[src/rtl/alarm_pkg.sv]
package alarm_pkg;

    localparam int BYTE_W  = 8;
    localparam int VAL_W   = 7;
    localparam int DD_W    = 6;
    localparam int NUM_ALM = 2;
    localparam int MASK_B  = BYTE_W - 1;
    localparam int SEL_B   = BYTE_W - 2;

    // Fixed seconds byte for the alarm without its own seconds register:
    // unmasked, value 00 -> matches only at the top of the minute.
    localparam logic [BYTE_W-1:0] SEC_AT_ZERO = '0;

    typedef struct packed {
        logic [VAL_W-1:0] sec;
        logic [VAL_W-1:0] min;
        logic [VAL_W-1:0] hour;
        logic [DD_W-1:0]  dow;
        logic [DD_W-1:0]  date;
    } now_t;

    typedef struct packed {
        logic [BYTE_W-1:0] sec;
        logic [BYTE_W-1:0] min;
        logic [BYTE_W-1:0] hour;
        logic [BYTE_W-1:0] dd;
    } alarm_cfg_t;

    typedef struct packed {
        logic sec;
        logic min;
        logic hour;
        logic dd;
    } field_hits_t;

    function automatic logic byte_ok(input logic [BYTE_W-1:0] cfg,
                                     input logic [VAL_W-1:0]  cur);
        return cfg[MASK_B] || (cfg[VAL_W-1:0] == cur);
    endfunction

    function automatic logic dd_ok(input logic [BYTE_W-1:0] cfg,
                                   input now_t              now);
        logic [DD_W-1:0] target;
        target = cfg[SEL_B] ? now.dow : now.date;
        return cfg[MASK_B] || (cfg[DD_W-1:0] == target);
    endfunction

endpackage

[src/rtl/alm_match.sv]
module alm_match
    import alarm_pkg::*;
(
    input  alarm_cfg_t cfg,
    input  now_t       now,
    output logic       hit
);
    field_hits_t hits;

    always_comb begin
        hits.sec  = byte_ok(cfg.sec,  now.sec);
        hits.min  = byte_ok(cfg.min,  now.min);
        hits.hour = byte_ok(cfg.hour, now.hour);
        hits.dd   = dd_ok(cfg.dd, now);
        hit       = &hits;
    end
endmodule

[src/rtl/alm_flag.sv]
module alm_flag (
    input  logic clk,
    input  logic rst,
    input  logic tick,
    input  logic hit,
    input  logic clr,
    output logic flag
);
    logic set_now;
    assign set_now = tick & hit;

    always_ff @(posedge clk) begin
        if (rst) flag <= 1'b0;
        else     flag <= set_now | (flag & ~clr);
    end
endmodule

[src/rtl/alm_out.sv]
module alm_out #(
    parameter int N = 2
) (
    input  logic         irq_mode,
    input  logic [N-1:0] flags,
    input  logic [N-1:0] en,
    input  logic         sqw,
    output logic         out_n
);
    logic req;
    assign req   = |(flags & en);
    assign out_n = irq_mode ? ~req : sqw;
endmodule

[src/rtl/dual_alarm_unit.sv]
module dual_alarm_unit
    import alarm_pkg::*;
(
    input  logic                clk,
    input  logic                rst,
    input  logic                tick_1hz,
    input  logic [VAL_W-1:0]    cur_sec,
    input  logic [VAL_W-1:0]    cur_min,
    input  logic [VAL_W-1:0]    cur_hour,
    input  logic [DD_W-1:0]     cur_dow,
    input  logic [DD_W-1:0]     cur_date,
    input  logic [BYTE_W-1:0]   a1_sec,
    input  logic [BYTE_W-1:0]   a1_min,
    input  logic [BYTE_W-1:0]   a1_hour,
    input  logic [BYTE_W-1:0]   a1_dd,
    input  logic [BYTE_W-1:0]   a2_min,
    input  logic [BYTE_W-1:0]   a2_hour,
    input  logic [BYTE_W-1:0]   a2_dd,
    input  logic                irq_mode,
    input  logic [NUM_ALM-1:0]  alarm_en,
    input  logic                flag_wr,
    input  logic [NUM_ALM-1:0]  flag_wr_data,
    input  logic                sqw_in,
    output logic [NUM_ALM-1:0]  alarm_flag,
    output logic                out_n
);
    now_t       now;
    alarm_cfg_t cfg [NUM_ALM];
    logic [NUM_ALM-1:0] hit;

    assign now = '{sec: cur_sec, min: cur_min, hour: cur_hour,
                   dow: cur_dow, date: cur_date};

    generate
        for (genvar g = 0; g < NUM_ALM; g++) begin : g_alm
            if (g == 0) begin : g_full
                assign cfg[g] = '{sec: a1_sec, min: a1_min, hour: a1_hour, dd: a1_dd};
            end else begin : g_no_sec
                assign cfg[g] = '{sec: SEC_AT_ZERO, min: a2_min, hour: a2_hour, dd: a2_dd};
            end

            alm_match u_match (
                .cfg (cfg[g]),
                .now (now),
                .hit (hit[g])
            );

            alm_flag u_flag (
                .clk  (clk),
                .rst  (rst),
                .tick (tick_1hz),
                .hit  (hit[g]),
                .clr  (flag_wr & ~flag_wr_data[g]),
                .flag (alarm_flag[g])
            );
        end
    endgenerate

    alm_out #(.N(NUM_ALM)) u_out (
        .irq_mode (irq_mode),
        .flags    (alarm_flag),
        .en       (alarm_en),
        .sqw      (sqw_in),
        .out_n    (out_n)
    );
endmodule

[config.mk]
export PLATFORM = sky130hd
export DESIGN_NAME = dual_alarm_unit
export DESIGN_NICKNAME = d
export VERILOG_FILES = /design/src/rtl/alarm_pkg.sv /design/src/rtl/alm_match.sv /design/src/rtl/alm_flag.sv /design/src/rtl/alm_out.sv /design/src/rtl/dual_alarm_unit.sv
export SDC_FILE = /design/constraint.sdc
export NUM_CORES = 1
export LEC_CHECK = 0
export BUFFER_PORTS_ARGS = -buffer_cell sky130_fd_sc_hd__clkbuf_2
export CAP_MARGIN = 20
export CORE_AREA = 2 2 52 54
export DETAILED_ROUTE_END_ITERATION = 6
export DIE_AREA = 0 0 54 56
export MAX_ROUTING_LAYER = met4
export PLACE_DENSITY = 0.9
export SYNTH_ARGS = -nofsm -noshare
export SYNTH_HDL_FRONTEND = slang
export SYNTH_SLANG_ARGS = --single-unit
export TNS_END_PERCENT = 100
[constraint.sdc]
create_clock -name clk -period 2.3 [get_ports clk]
set_input_delay 0.575 -clock clk [delete_from_list [all_inputs] [get_ports clk]]
set_output_delay 0.575 -clock clk [all_outputs]
set_load 0.1 [all_outputs]
==> out/summary.txt <==
nets: 293
Worst slew margin: 63.5%
clock power share: 22.7%
status: complete, no violations
clk slew on worst S/H paths: 0.03 ns
Largest regs: g_alm.u_flag.flag (2)
H-tree levels: 1
Static Leak: 0.715 nW
global-route wire length before repair: 3.75 mm
DRC violations left: 0
Synth Instances: 92
Post-CTS Setup Bufs: 0
HPWL Detailed: 2.48 mm
GPL Wtd Cong: 0.700
Synth Net Count: 191
top cell type's share of synthesized area: 26.9%
commonest non-fill, non-tap cells in the layout: clkbuf_2, xnor2_1, xor2_1
Clock Latency Late Sink: 0.22 ns
initial core utilization: 33.5%
vias in the first global route: 1065
Largest register FFs: 2
Worst-Margin Slew: 0.549 ns
most common cell after layout, fill and taps aside: clkbuf_2
Num CTS Buffers: 3
CP endpoint kind: primary output
I/O pin count: 102
CP top delay family: buffers and inverters
DRT iter0 DRCs: 2
switching power: 0.000121 W
DR vias: 1058
die area: 0.00302 mm2
antenna viol nets, final: 0
CTS Sinks: 2
Tot GR Track Use: 16.8%
die width: 54 um
sequential-to-total area share from yosys stat: 4.92%
Flop pwr share: 10.4%
pins over their slew limit: 0
number of placed cells counting well taps: 219
largest net degree at the start of global routing: 7
Die H: 56 um
Yosys reg bits: 2
CTS tree: built
setup TNS: 0 ns
Synth Warn #: 0
most flop-heavy register: g_alm.u_flag.flag
Layout area overhead: 66.7%
Crit Path Max Fanout: 1
slowest cell delay on critical path: 0.20 ns
crit path max-delay cell type: mux2_2
Sw Share: 35.4%
Worst Path Class, Setup: primary input to primary output
layout cells sized above 1: 55.7%
CP Data Required Time: 1.73 ns
initial antenna violation count: 0
CP Data Arrival Time: 1.20 ns
combinational power share: 66.9%
final WL: 2.59 mm
Crit path buffers/inverters: 2
Clock Tree Buf Depth: 2
Core Rows: 18
setup violators final: 0
R2R cell count: 2
Peak VDD IR: 0.141 mV
Core Region: 0.00243 mm2
port bufs: 101
RSZ-0062 raised after global routing: no
n_diodes: 0
syn_area_per_cell: 8.85 um2
Hold Fails Final Rpt: 0
critical-path cell list: clkbuf_2 -> a22oi_1 -> mux2_2 -> buf_12
post-detailed-route via-to-cell ratio: 4.77
root buf cell: clkbuf_4
drt wl/cell: 11.7 um
Worst Setup Start Kind: primary input
Hold Path Stages: 2
Int Power: 0.000222 W
Post-CTS Resized: 0
pwr dens: 253 mW/mm2
# hold bufs at CTS: 0
worst clock skew: 0 ns
Period Utilization, post-route: 77.0%
final non-filler cell total: 222
total power: 0.000343 W
Pre-antenna DRT Iters: 4
Synth cell types: 17
FMAX: 0.565 GHz
crit path time final: 1.77 ns
Mapped Area: 815 um2
HP Class: flip-flop to flip-flop
Core Util, Final: 55.8%
number of max-cap violations: 0
Synth area leaders: xnor2_1, xor2_1, mux2i_1
largest area contributor in the netlist: xnor2_1
GRT overflow: 0
Levels on crit path: 4
[layer usage]
layer,global-route usage (%),vias up,wire [um]
met5,-,-,0
li1,-,534,-
met3,3.76,0,351
met2,35.5,70,1390
met1,12.6,454,846
met4,5.36,0,0
[per-stage QoR]
stage | hold WS [ns] | worst slack [ns] | cell area [um2]
floorplan | 0.488 | 0.493 | 815
global placement | 0.526 | 0.411 | 1340
detailed placement | 0.529 | 0.300 | 1340
CTS | 0.536 | 0.524 | 1360
global route | 0.555 | 0.474 | 1360
finish | 0.533 | 0.530 | 1360
[synth_stat cells, drive strengths merged]
master / number
xnor2: 25
xor2: 22
mux2i: 12
nor4: 8
buf: 4
a41oi: 3
nand2b: 3
nand3b: 3
a31oi: 2
dfxtp: 2
nand4: 2
o41ai: 2
a22oi: 1
mux2: 1
nor3: 1
o22ai: 1
[worst paths after layout]
check	to	slack (ns)	start
max	out_n	0.53	alarm_en[0]
min	g_alm[1].u_flag.flag	0.53	g_alm[1].u_flag.flag
max reg2reg	g_alm[0].u_flag.flag	1.69	g_alm[0].u_flag.flag
min reg2reg	g_alm[1].u_flag.flag	0.53	g_alm[1].u_flag.flag
[layout make-up]
type                    count  area, um2
fillers                   235       1070
repair buffers            101        520
well taps                  30       37.5
clock buffers               3       22.5
multi-input cells          86        737
flip-flops and latches      2       40.0
[worst reg2reg max path: cells and delay by family, from the launching register on]
kind	cells	cell delay, ns
AOI/OAI and AO/OA	1	0.07
and+or+nand+nor	1	0.11
DFF	1	0.32
[power groups by stage]
| stage | logic, W | clock network, W | registers, W |
|---|---|---|---|
| after floorplan | 0.000115 | 0 | 0.0000360 |
| after global placement | 0.000228 | 0 | 0.0000361 |
| after detailed placement | 0.000231 | 0 | 0.0000361 |
| after CTS | 0.000232 | 0.0000820 | 0.0000356 |
| after global routing | 0.000251 | 0.0000860 | 0.0000356 |
| final | 0.000229 | 0.0000779 | 0.0000356 |
[cells by family after synthesis]
logic type	after synthesis	share of synthesized area, %
xor+xnor	47	50.5
simple gates	17	13.4
mux	13	16.1
compound gates	9	10.4
buf+inv	4	4.61
flops	2	4.92
Note: power is estimated with default switching activity, not from simulation.
